## src/rtl/hsel_pkg.sv

```systemverilog
package hsel_pkg;

  // Strobes from the frame control to the output register
  typedef struct packed {
    logic load;   // capture the current input word
    logic first;  // word index 0 of its frame
    logic last;   // word closes the shortened frame
  } hselStrobe_t;

endpackage

```

## src/rtl/hsel_word_pack.sv

```systemverilog
module hsel_word_pack #(
  parameter int DATA_W     = 16,
  parameter bit COMPLEX_IN = 1'b0
) (
  input  logic [DATA_W-1:0]   plainData,
  input  logic [DATA_W/2-1:0] reData,
  input  logic [DATA_W/2-1:0] imData,
  output logic [DATA_W-1:0]   word
);

  generate
    if (COMPLEX_IN) begin : g_complex
      // real half on top, imaginary half below
      logic unusedPlain;
      assign unusedPlain = ^plainData;
      assign word = {reData, imData};
    end else begin : g_plain
      logic unusedHalves;
      assign unusedHalves = ^{reData, imData};
      assign word = plainData;
    end
  endgenerate

endmodule

```

## src/rtl/hsel_ctrl.sv

```systemverilog
module hsel_ctrl
  import hsel_pkg::*;
#(
  parameter int KEEP_WORDS = 4
) (
  input  logic        clk,
  input  logic        rst,
  input  logic        inValid,
  input  logic        inSop,
  input  logic        inEop,
  input  logic        slotFree,
  output logic        inReady,
  output hselStrobe_t strobe
);

  localparam int CNT_W = $clog2(KEEP_WORDS + 1);
  localparam logic [CNT_W-1:0] LIMIT = CNT_W'(KEEP_WORDS);
  localparam logic [CNT_W-1:0] LAST  = CNT_W'(KEEP_WORDS - 1);

  logic [CNT_W-1:0] wordCnt;
  logic [CNT_W-1:0] wordIdx;
  logic [CNT_W-1:0] nextCnt;
  logic             discarding;
  logic             forwardWord;
  logic             accept;

  // a start-of-frame word always restarts the index
  assign wordIdx     = inSop ? '0 : wordCnt;
  assign forwardWord = (wordIdx < LIMIT);
  assign discarding  = (wordCnt == LIMIT) && !inSop;

  // discard phase ignores the downstream side entirely
  assign inReady = discarding || slotFree;
  assign accept  = inValid && inReady;

  assign strobe.load  = accept && forwardWord;
  assign strobe.first = (wordIdx == '0);
  assign strobe.last  = (wordIdx == LAST) || inEop;

  always_comb begin
    nextCnt = wordCnt;
    if (accept) begin
      if (inEop)                nextCnt = '0;
      else if (wordIdx == LIMIT) nextCnt = LIMIT;
      else                       nextCnt = wordIdx + 1'b1;
    end
  end

  always_ff @(posedge clk) begin
    if (rst) wordCnt <= '0;
    else     wordCnt <= nextCnt;
  end


  cnt_bound_chk: assert property (@(posedge clk) disable iff (rst)
    wordCnt <= LIMIT);


  eop_restart_chk: assert property (@(posedge clk) disable iff (rst)
    (inValid && inReady && inEop) |=> (wordCnt == '0));

endmodule

```

## src/rtl/hsel_datapath.sv

```systemverilog
module hsel_datapath
  import hsel_pkg::*;
#(
  parameter int DATA_W = 16
) (
  input  logic              clk,
  input  logic              rst,
  input  hselStrobe_t       strobe,
  input  logic [DATA_W-1:0] word,
  input  logic              outReady,
  output logic [DATA_W-1:0] outData,
  output logic              outValid,
  output logic              outSop,
  output logic              outEop,
  output logic              slotFree
);

  assign slotFree = !outValid || outReady;

  always_ff @(posedge clk) begin
    if (rst)              outValid <= 1'b0;
    else if (strobe.load) outValid <= 1'b1;
    else if (outReady)    outValid <= 1'b0;
  end

  always_ff @(posedge clk) begin
    if (strobe.load) begin
      outData <= word;
      outSop  <= strobe.first;
      outEop  <= strobe.last;
    end
  end


  load_to_valid_chk: assert property (@(posedge clk) disable iff (rst)
    strobe.load |=> outValid);


  stall_hold_chk: assert property (@(posedge clk) disable iff (rst)
    (outValid && !outReady) |=> (outValid && $stable(outData)
                                 && $stable(outSop) && $stable(outEop)));

endmodule

```

## src/rtl/frame_head_sel.sv

```systemverilog
module frame_head_sel
  import hsel_pkg::*;
#(
  parameter int DATA_W     = 16,
  parameter int KEEP_WORDS = 4,
  parameter bit COMPLEX_IN = 1'b0
) (
  input  logic                clk,
  input  logic                rst,
  input  logic [DATA_W-1:0]   inData,
  input  logic [DATA_W/2-1:0] inRe,
  input  logic [DATA_W/2-1:0] inIm,
  input  logic                inValid,
  input  logic                inSop,
  input  logic                inEop,
  output logic                inReady,
  output logic [DATA_W-1:0]   outData,
  output logic                outValid,
  output logic                outSop,
  output logic                outEop,
  input  logic                outReady
);

  hselStrobe_t       strobe;
  logic [DATA_W-1:0] word;
  logic              slotFree;

  hsel_word_pack #(.DATA_W(DATA_W), .COMPLEX_IN(COMPLEX_IN)) pack_i (
    .plainData(inData),
    .reData   (inRe),
    .imData   (inIm),
    .word     (word)
  );

  hsel_ctrl #(.KEEP_WORDS(KEEP_WORDS)) ctrl_i (
    .clk     (clk),
    .rst     (rst),
    .inValid (inValid),
    .inSop   (inSop),
    .inEop   (inEop),
    .slotFree(slotFree),
    .inReady (inReady),
    .strobe  (strobe)
  );

  hsel_datapath #(.DATA_W(DATA_W)) dp_i (
    .clk     (clk),
    .rst     (rst),
    .strobe  (strobe),
    .word    (word),
    .outReady(outReady),
    .outData (outData),
    .outValid(outValid),
    .outSop  (outSop),
    .outEop  (outEop),
    .slotFree(slotFree)
  );


  empty_slot_ready_chk: assert property (@(posedge clk) disable iff (rst)
    !outValid |-> inReady);


  sop_after_eop_chk: assert property (@(posedge clk) disable iff (rst)
    (outValid && outReady && outEop) |=> (!outValid || outSop));

endmodule

```

## config.mk

```make
export PLATFORM = sky130hd
export DESIGN_NAME = frame_head_sel
export DESIGN_NICKNAME = d
export VERILOG_FILES = /design/src/rtl/hsel_pkg.sv /design/src/rtl/hsel_word_pack.sv /design/src/rtl/hsel_ctrl.sv /design/src/rtl/hsel_datapath.sv /design/src/rtl/frame_head_sel.sv
export SDC_FILE = /design/constraint.sdc
export NUM_CORES = 1
export LEC_CHECK = 0
export BUFFER_PORTS_ARGS = -buffer_cell sky130_fd_sc_hd__buf_2
export CORE_ASPECT_RATIO = 1.25
export CORE_MARGIN = 2
export CORE_UTILIZATION = 30
export CTS_BUF_LIST = sky130_fd_sc_hd__clkbuf_2
export DETAILED_ROUTE_END_ITERATION = 12
export PLACE_DENSITY = 0.68
export SETUP_SLACK_MARGIN = 0.15
export SYNTH_ARGS = -nofsm -noshare
export SYNTH_HDL_FRONTEND = slang
export SYNTH_SLANG_ARGS = --single-unit
```

## constraint.sdc

```tcl
create_clock -name clk -period 3.16 [get_ports clk]
set_input_delay 0.632 -clock clk [delete_from_list [all_inputs] [get_ports clk]]
set_output_delay 0.632 -clock clk [all_outputs]
set_load 0.02 [all_outputs]
```

==> qor.yml, run 1 <==
synthesis.area_um2: 839.6
viasPerCell: 4.331
drt-initial-drc-count: 15
hp-start: "inData[4]"
synth_top_area_share_pct: 64.38
design_area_um2: 1132
synth_area_leaders: "edfxtp_1, dfxtp_1, ha_1"
synth_cell_type_count: 20
worstPathRequired_ns: 2.53
grt_max_degree: 19
ir_drop_uv: 207.5
fin_crit_ns: 1.976
crit_top_cell: "buf_2"
layout.nets: 138
grt_overflow: 0
place_area_um2: 1087
maxSlewHeadroom_pct: 50.44
hp-class: "in -> reg"
clkSinkCount: 22
die_w_um: 51.32
post-place-ws_ns: 1.142
netlist_instances: 51
maxCapViolCount: 0
slew_viol_final: 0
drive_above_1_share_pct: 51.04
initial_utilization_pct: 31.33
r2r_setup_slack_ns: 1.62
rsz0062_at_grt: "false"
ys_seq_area_share_pct: 73.92
avgSynthCellArea_um2: 16.46
dr.pass1.iters: 2
wl_per_cell_um: 10.60
critical_path.max_fanout: 4
ys_ff_latch: 22
drcViolationCount: 0
max_freq_mhz: 506.2
io_pins: 58
cts_tree: "yes"
power.total_mw: 0.5836
antenna_found_initial: 0
timing.hold.ws_ns: 0.4753
worst_r2r_path_depth: 2
worstMarginPinSlew_ns: 0.7434
cts_resized: 0
gp_congestion: 0.7421
p_per_area_nw_per_um2: 515.4
critPathKind: "in -> out"
post-cts-setup-buffer-count: 0
grt_pass1_wl_mm: 2.283
clock-root-buffer: "clkbuf_2"
ys_warn_count: 0
crit_slowest_cell: "or2_2"
cp-start-kind: "input port"
cts_max_level: 1
whs_endpoint: "dp_i.outData[4]"
status: "completed"
worst_setup_path_end_kind: "output port"
yosys.area.top_type: "edfxtp_1"
n_antenna_cell: 0
crit_start: "outReady"
core.rowCount: 21
cp.arrival_ns: 1.34
finalSetupViolations: 0
final_min_period_over_clock_period_pct: 62.52
chipHeight_um: 63.15
dieArea_um2: 3240
syn_to_final_growth_pct: 34.87
power.leakage_nw: 0.4818
path_cells: "buf_2 -> nand2b_1 -> or2_2 -> buf_2"
detail-route-antenna-nets: 0
fin_tns_setup_ns: 0
mostFrequentLayoutCells: "buf_2, edfxtp_1, dfxtp_1"
core-area_um2: 2680
final.setup.worst_slack_ns: 1.184
cts_buffer_depth: 2
r2r_start: "ctrl_i.wordCnt[2]"
finalHoldViolCount: 0
grt_usage_pct: 9.384
min_path_cells: 1
postCtsHoldBufs: 0
insertion_delay_ns: 0.31
r2r_end: "dp_i.outData[14]"
totalWireLength_mm: 1.378
crit_path_max_incr_delay_ns: 0.30
dr_total_vias: 563
io_buffers: 41
syn_nets: 92
hpwl_mm: 1.145
grt_pass1_vias: 544
cts_buffers: 3
fin_skew_ns: 0.01747
clk_pin_slew_ns: 0.20
final_common_cell: "buf_2"
## final cells by class
cell class / instances / area (µm²)
Fill cell: 273 / 1548
Sequential cell: 22 / 620.6
Multi-Input combinational cell: 27 / 211.5
Timing Repair Buffer: 41 / 205.2
Tap cell: 34 / 42.54
Clock inverter: 1 / 30.03
Clock buffer: 3 / 15.01
Inverter: 2 / 7.507
## registers in the layout (all words and copies together) (netlist names)
| register | count |
|---|---|
| dp_i.outEop | 1 |
| ctrl_i.wordCnt | 3 |
| dp_i.outValid | 1 |
| dp_i.outSop | 1 |
| dp_i.outData | 16 |
## synthesized netlist by cell type
library cell / number
o21ai_0: 1
nand3b_1: 1
o21a_2: 1
mux2i_1: 3
edfxtp_1: 18
nor2_1: 1
or2b_1: 3
nor2b_1: 1
ha_1: 3
inv_1: 2
and3_1: 1
or3b_1: 1
and2_1: 1
dfxtp_1: 4
a21oi_1: 2
nand2b_1: 3
or2_2: 2
a211o_1: 1
nor4b_2: 1
nand2_1: 1
## power breakdown
| part | switching (mW) | internal (mW) |
|---|---|---|
| clock network | 0.0761 | 0.109 |
| logic | 0.0379 | 0.0249 |
| registers | 0.00406 | 0.331 |
| total | 0.118 | 0.465 |
## layer usage
layer  vias to the layer above  GRT usage [%]  share of wire (%)
met5                         -              0                  0
met2                        34          15.75                 46
met3                         2          3.555                 11
met1                       251          10.46                 43
li1                        276              -                  -
met4                         0          3.947               0.44
## worst max-delay path: cells and delay by family
family                 cells  cell delay [ns]
and+or+nand+nor            2             0.47
buffers and inverters      2             0.25
## worst max-delay path by stage
stage               cells past startpoint               end  slack, ns
global route                            3           inReady       1.05
global placement                        3  dp_i.outData[14]       1.17
floorplan                               2           inReady       1.38
detailed placement                      3  dp_i.outData[14]       1.14
CTS                                     3           inReady       1.18
finish                                  4           inReady       1.18
## kinds of logic after synthesis
family / count (synthesis) / synth area share, %
buffers and inverters: 2 / 0.8945
AOI/OAI and AO/OA: 5 / 3.875
muxes: 3 / 3.577
DFF: 22 / 73.92
adders and majority gates: 3 / 4.471
and+or+nand+nor: 16 / 13.26
## stage by stage
step,util [%],instances
2_1_floorplan,-,51
3_3_place_gp,40.57,126
3_5_place_dp,40.57,126
4_1_cts,42.25,130
5_1_grt,42.25,130
6_report,42.25,130
Note: power is estimated with default switching activity, not from simulation.
==> inputs of run 2 (changes only) <==
==> constraint.sdc (replaced) <==
create_clock -name clk -period 2 [get_ports clk]
set_input_delay 0.4 -clock clk [delete_from_list [all_inputs] [get_ports clk]]
set_output_delay 0.4 -clock clk [all_outputs]
set_load 0.02 [all_outputs]
==> qor.yml, run 2 (synthesis results as in run 1) <==
utilization_pct: 41.55  # was 42.25%
wl_per_cell_um: 10.89  # was 10.60 µm
grt_max_degree: 19  # unchanged
mostFrequentLayoutCells: "buf_2, edfxtp_1, dfxtp_1"  # unchanged
cp-start-kind: "flip-flop"  # was input port
grt_overflow: 0  # unchanged
fin_skew_ns: 0.01289  # was 0.01747 ns
final.setup.worst_slack_ns: 0.2871  # was 1.184 ns
place_area_um2: 1095  # was 1087 µm²
viasPerCell: 4.206  # was 4.331
postCtsHoldBufs: 0  # unchanged
totalWireLength_mm: 1.426  # was 1.378 mm
drcViolationCount: 0  # unchanged
drive_above_1_share_pct: 50.52  # was 51.04%
finalSetupViolations: 0  # unchanged
whs_endpoint: "dp_i.outData[12]"  # was dp_i.outData[4]
grt_usage_pct: 9.491  # was 9.384%
cts_buffer_depth: 2  # unchanged
grt_pass1_wl_mm: 2.311  # was 2.283 mm
hpwl_mm: 1.152  # was 1.145 mm
min_path_cells: 1  # unchanged
p_per_area_nw_per_um2: 711.4  # was 515.4 nW/µm²
final_min_period_over_clock_period_pct: 85.64
place_inst: 127  # was 126
fin_crit_ns: 1.713
dieArea_um2: 3240  # unchanged
gp_congestion: 0.7477  # was 0.7421
grt_pass1_vias: 556  # was 544
finalHoldViolCount: 0  # unchanged
fin_tns_setup_ns: 0  # unchanged
design_area_um2: 1114  # was 1132 µm²
clk_pin_slew_ns: 0.19  # was 0.20 ns
initial_utilization_pct: 31.33  # unchanged
core.rowCount: 21  # unchanged
die_w_um: 51.32  # unchanged
cts_max_level: 1  # unchanged
r2r_end: "ctrl_i.wordCnt[2]"  # was dp_i.outData[14]
cts_tree: "yes"  # unchanged
antenna_found_initial: 0  # unchanged
cts_resized: 0  # unchanged
post-cts-setup-buffer-count: 0  # unchanged
crit_slowest_cell: "dfxtp_1"  # was or2_2
largest_registers: "dp_i.outData x16, ctrl_i.wordCnt x3"  # unchanged
insertion_delay_ns: 0.30  # was 0.31 ns
ir_drop_uv: 299.1  # was 207.5 µV
hp-class: "in -> reg"  # unchanged
critPathKind: "reg -> out"  # was in -> out
crit_path_max_incr_delay_ns: 0.38  # was 0.30 ns
critical_path.max_fanout: 4  # unchanged
maxSlewHeadroom_pct: 82.44  # was 50.44%
worst_r2r_path_depth: 6  # was 2
largest_register_ffs: 16  # unchanged
maxCapViolCount: 0  # unchanged
max_freq_mhz: 583.8
status: "completed"  # unchanged
core-area_um2: 2680  # unchanged
post-place-ws_ns: 0.3384  # was 1.142 ns
clock-root-buffer: "clkbuf_2"  # unchanged
rsz0062_at_grt: "false"  # unchanged
slew_viol_final: 0  # unchanged
largest-register: "dp_i.outData"  # unchanged
path_cells: "nor4b_2 -> or2_2 -> buf_2"  # was buf_2 -> nand2b_1 -> or2_2 -> buf_2
worstMarginPinSlew_ns: 0.2627  # was 0.7434 ns
drt-initial-drc-count: 7  # was 15
io_pins: 58  # unchanged
worstPathRequired_ns: 1.60  # was 2.53 ns
final_common_cell: "buf_2"  # unchanged
cp.arrival_ns: 1.31  # was 1.34 ns
dr.pass1.iters: 4  # was 2
syn_to_final_growth_pct: 32.64  # was 34.87%
detail-route-antenna-nets: 0  # unchanged
cts_buffers: 3  # unchanged
io_buffers: 41  # unchanged
power.leakage_nw: 0.4741  # was 0.4818 nW
cp_top_family: "simple AND/OR/NAND/NOR gates"  # unchanged
worst_setup_path_end_kind: "output port"  # unchanged
fin_cells: 131  # was 130
critPathBufInv: 1  # was 2
r2r_start: "ctrl_i.wordCnt[0]"  # was ctrl_i.wordCnt[2]
dr_total_vias: 551  # was 563
layout.nets: 139  # was 138
hp-start: "inData[12]"  # was inData[4]
chipHeight_um: 63.15  # unchanged
r2r_setup_slack_ns: 0.48  # was 1.62 ns
n_antenna_cell: 0  # unchanged
clkSinkCount: 22  # unchanged
[run 2: worst max path at each step]
stage                             end         startpoint  depth (start not counted)
floorplan             dp_i.outData[0]              inSop                          2
global placement    ctrl_i.wordCnt[2]              inSop                          7
detailed placement  ctrl_i.wordCnt[2]              inSop                          7
CTS                           inReady  ctrl_i.wordCnt[0]                          3
global route                  inReady  ctrl_i.wordCnt[0]                          3
finish                        inReady  ctrl_i.wordCnt[0]                          3
[run 2: worst reg2reg max path, stage by stage, from the launching register on]
cell and delay (ns):
dfxtp_1 0.42, or2b_1 0.26, inv_1 0.06, ha_1 0.14, ha_1 0.22, a211o_1 0.25
mux2i_1 0.12
[run 2: layer usage]
layer,track usage [%],routed length (µm),up-vias
li1,-,-,279
met1,10.49,618,236
met2,15.58,632,34
met3,3.791,170,2
met4,4.605,4,0
met5,0,0,-
[run 2: power by group]
| group | internal [mW] | leakage [nW] | total [mW] | switching [mW] |
|---|---|---|---|---|
| clock | 0.0435 | 0.0140 | 0.162 | 0.118 |
| sequential | 0.523 | 0.205 | 0.529 | 0.00630 |
| combinational | 0.0410 | 0.255 | 0.101 | 0.0601 |
[run 2: final cells by class]
| type | count | area (µm²) |
|---|---|---|
| Fill cell | 267 | 1567 |
| Sequential cell | 22 | 620.6 |
| Timing Repair Buffer | 42 | 212.7 |
| Multi-Input combinational cell | 27 | 211.5 |
| Tap cell | 34 | 42.54 |
| Clock buffer | 3 | 15.01 |
| Inverter | 2 | 7.507 |
| Clock inverter | 1 | 3.754 |
[run 2: stage by stage]
stage | hold WS [ns] | power, mW
4_1_cts | 0.2271 | 0.8043
3_3_place_gp | 0.4870 | 0.6408
2_1_floorplan | 0.4676 | 0.5934
3_5_place_dp | 0.5016 | 0.6430
6_report | 0.2498 | 0.7922
5_1_grt | 0.1987 | 0.8374
==> inputs of run 3 (changes only) <==
--- a/config.mk
+++ b/config.mk
@@ -11,8 +11,9 @@
 export CORE_UTILIZATION = 30
 export CTS_BUF_LIST = sky130_fd_sc_hd__clkbuf_2
 export DETAILED_ROUTE_END_ITERATION = 12
-export PLACE_DENSITY = 0.68
+export PLACE_DENSITY = 0.66
 export SETUP_SLACK_MARGIN = 0.15
 export SYNTH_ARGS = -nofsm -noshare
 export SYNTH_HDL_FRONTEND = slang
+export SYNTH_HIERARCHICAL = 1
 export SYNTH_SLANG_ARGS = --single-unit
==> qor.yml, run 3 <==
status: "completed"  # unchanged
synth_area_leaders: "edfxtp_1, buf_4, dfxtp_1"  # was edfxtp_1, dfxtp_1, ha_1
fin_skew_ns: 0.01509  # was 0.01289 ns
cts_resized: 0  # unchanged
utilization_pct: 36.09  # was 41.55%
largest-register: "dp_i/outData"  # was dp_i.outData
slew_viol_final: 0  # unchanged
worstMarginPinSlew_ns: 0.2391  # was 0.2627 ns
postCtsHoldBufs: 0  # unchanged
p_per_area_nw_per_um2: 700.9  # was 711.4 nW/µm²
totalWireLength_mm: 1.477  # was 1.426 mm
grt_pass1_wl_mm: 2.532  # was 2.311 mm
final.setup.worst_slack_ns: 0.2955  # was 0.2871 ns
die_w_um: 55.25  # was 51.32 µm
drive_above_1_share_pct: 53.06  # was 50.52%
wl_per_cell_um: 10.94  # was 10.89 µm
critPathKind: "reg -> out"  # unchanged
yosys.area.top_type: "edfxtp_1"  # unchanged
grt_overflow: 0  # unchanged
clock-root-buffer: "clkbuf_2"  # unchanged
avgSynthCellArea_um2: 14.48  # was 16.46 µm²
largest_register_ffs: 16  # unchanged
crit_slowest_cell: "dfxtp_1"  # unchanged
clk_pin_slew_ns: 0.19  # about the same
timing.hold.ws_ns: 0.2531  # was 0.2498 ns
finalSetupViolations: 0  # unchanged
post-cts-setup-buffer-count: 0  # unchanged
detail-route-antenna-nets: 0  # unchanged
fin_crit_ns: 1.705  # was 1.713 ns
async_flop_share_pct: 0  # unchanged
power.leakage_nw: 0.4844  # was 0.4741 nW
ys_warn_count: 6  # was 0
core-area_um2: 3166  # was 2680 µm²
max_freq_mhz: 586.7  # was 583.8 MHz
cts_max_level: 1  # unchanged
cp.arrival_ns: 1.30  # was 1.31 ns
crit_path_max_incr_delay_ns: 0.44  # was 0.38 ns
synth_top_area_share_pct: 54.89  # was 64.38%
worstPathRequired_ns: 1.60  # about the same
layout.nets: 140  # was 139
io_pins: 58  # unchanged
cp-start-kind: "flip-flop"  # unchanged
io_buffers: 41  # unchanged
maxCapViolCount: 0  # unchanged
fin_tns_setup_ns: 0  # unchanged
post-place-ws_ns: 0.3509  # was 0.3384 ns
dr.pass1.iters: 4  # unchanged
rsz0062_at_grt: "false"  # unchanged
maxSlewHeadroom_pct: 84.00  # was 82.44%
cts_buffer_depth: 2  # unchanged
grt_max_degree: 20  # was 19
grt_usage_pct: 8.890  # was 9.491%
initial_utilization_pct: 31.11  # was 31.33%
design_area_um2: 1142  # was 1114 µm²
cts_buffers: 3  # unchanged
place_inst: 131  # was 127
hpwl_mm: 1.212  # was 1.152 mm
yosysMostFrequentCell: "edfxtp_1"  # unchanged
synth_cell_type_count: 21  # was 20
drt-initial-drc-count: 8  # was 7
netlist_instances: 68  # was 51
syn_to_final_growth_pct: 16.01  # was 32.64%
grt_pass1_vias: 577  # was 556
netlist_top_cells_count: "edfxtp_1, buf_4, inv_1, dfxtp_1"  # was edfxtp_1, dfxtp_1
insertion_delay_ns: 0.30  # about the same
dieArea_um2: 3760  # was 3240 µm²
place_area_um2: 1124  # was 1095 µm²
gp_congestion: 0.8150  # was 0.7477
clkSinkCount: 22  # unchanged
ys.flop_type: "edfxtp_1"  # unchanged
n_antenna_cell: 0  # unchanged
dr_total_vias: 555  # was 551
worst_setup_path_end_kind: "output port"  # unchanged
drcViolationCount: 0  # unchanged
synthesis.area_um2: 984.7  # was 839.6 µm²
ir_drop_uv: 272.4  # was 299.1 µV
cts_tree: "yes"  # unchanged
synth-edff-count: 18  # unchanged
final_common_cell: "buf_2"  # unchanged
mostFrequentLayoutCells: "buf_2, edfxtp_1, inv_1, dfxtp_1"  # was buf_2, edfxtp_1, dfxtp_1
path_cells: "nor4b_4 -> or2_2 -> buf_2"  # was nor4b_2 -> or2_2 -> buf_2
finalHoldViolCount: 0  # unchanged
largest_registers: "dp_i/outData x16, ctrl_i/wordCnt x3"  # was dp_i.outData x16, ctrl_i.wordCnt x3
hp-class: "in -> reg"  # unchanged
antenna_found_initial: 0  # unchanged
critical_path.max_fanout: 5  # was 4
viasPerCell: 4.111  # was 4.206
power.total_mw: 0.8007  # was 0.7922 mW
core.rowCount: 23  # was 21
syn_nets: 109  # was 92
ys_seq_area_share_pct: 63.02  # was 73.92%
fin_cells: 135  # was 131
ys_ff_latch: 22  # unchanged
final_min_period_over_clock_period_pct: 85.23  # was 85.64%
chipHeight_um: 68.06  # was 63.15 µm
==> run 3: where the power goes <==
group	internal [mW]	switching [mW]
Sequential	0.524	0.00738
Combinational	0.0424	0.0660
Clock	0.0435	0.117
==> run 3: routing by layer <==
metal	vias up	global-route usage (%)	wire [µm]
met3	2	3.403	163
li1	281	-	-
met5	-	0	0
met4	0	4.573	9
met1	239	11.28	655
met2	33	13.24	649
==> run 3: final timing paths <==
kind / start / to / slack (ns) / cells past startpoint
max: ctrl_i/wordCnt[2] / inReady / 0.30 / 3
min: inData[1] / dp_i/outData[1] / 0.25 / 1
max reg2reg: ctrl_i/wordCnt[0] / ctrl_i/wordCnt[2] / 0.45 / 6
min reg2reg: dp_i/outValid / dp_i/outValid / 0.54 / 2
==> run 3: kinds of logic after synthesis <==
logic type      count (synthesis)  synth area share, %
simple gates                   13                10.80
mux                             2                2.033
compound gates                  7                6.226
fa+ha+maj                       3                3.812
flops                          22                63.02
buf+inv                        21                14.10
==> run 3: layout make-up <==
| cell class | instances | area, µm² |
|---|---|---|
| well taps | 37 | 46.29 |
| fillers | 333 | 2023 |
| flip-flops and latches | 22 | 620.6 |
| multi-input cells | 25 | 225.2 |
| repair buffers | 42 | 212.7 |
| clock inverters | 1 | 3.754 |
| inverters | 5 | 18.77 |
| clock buffers | 3 | 15.01 |
==> run 3: worst max-delay path, delay by kind of cell, from the launching register on <==
kind	cells	cell delay [ns]
DFF	1	0.44
and+or+nand+nor	2	0.41
buffers and inverters	1	0.15
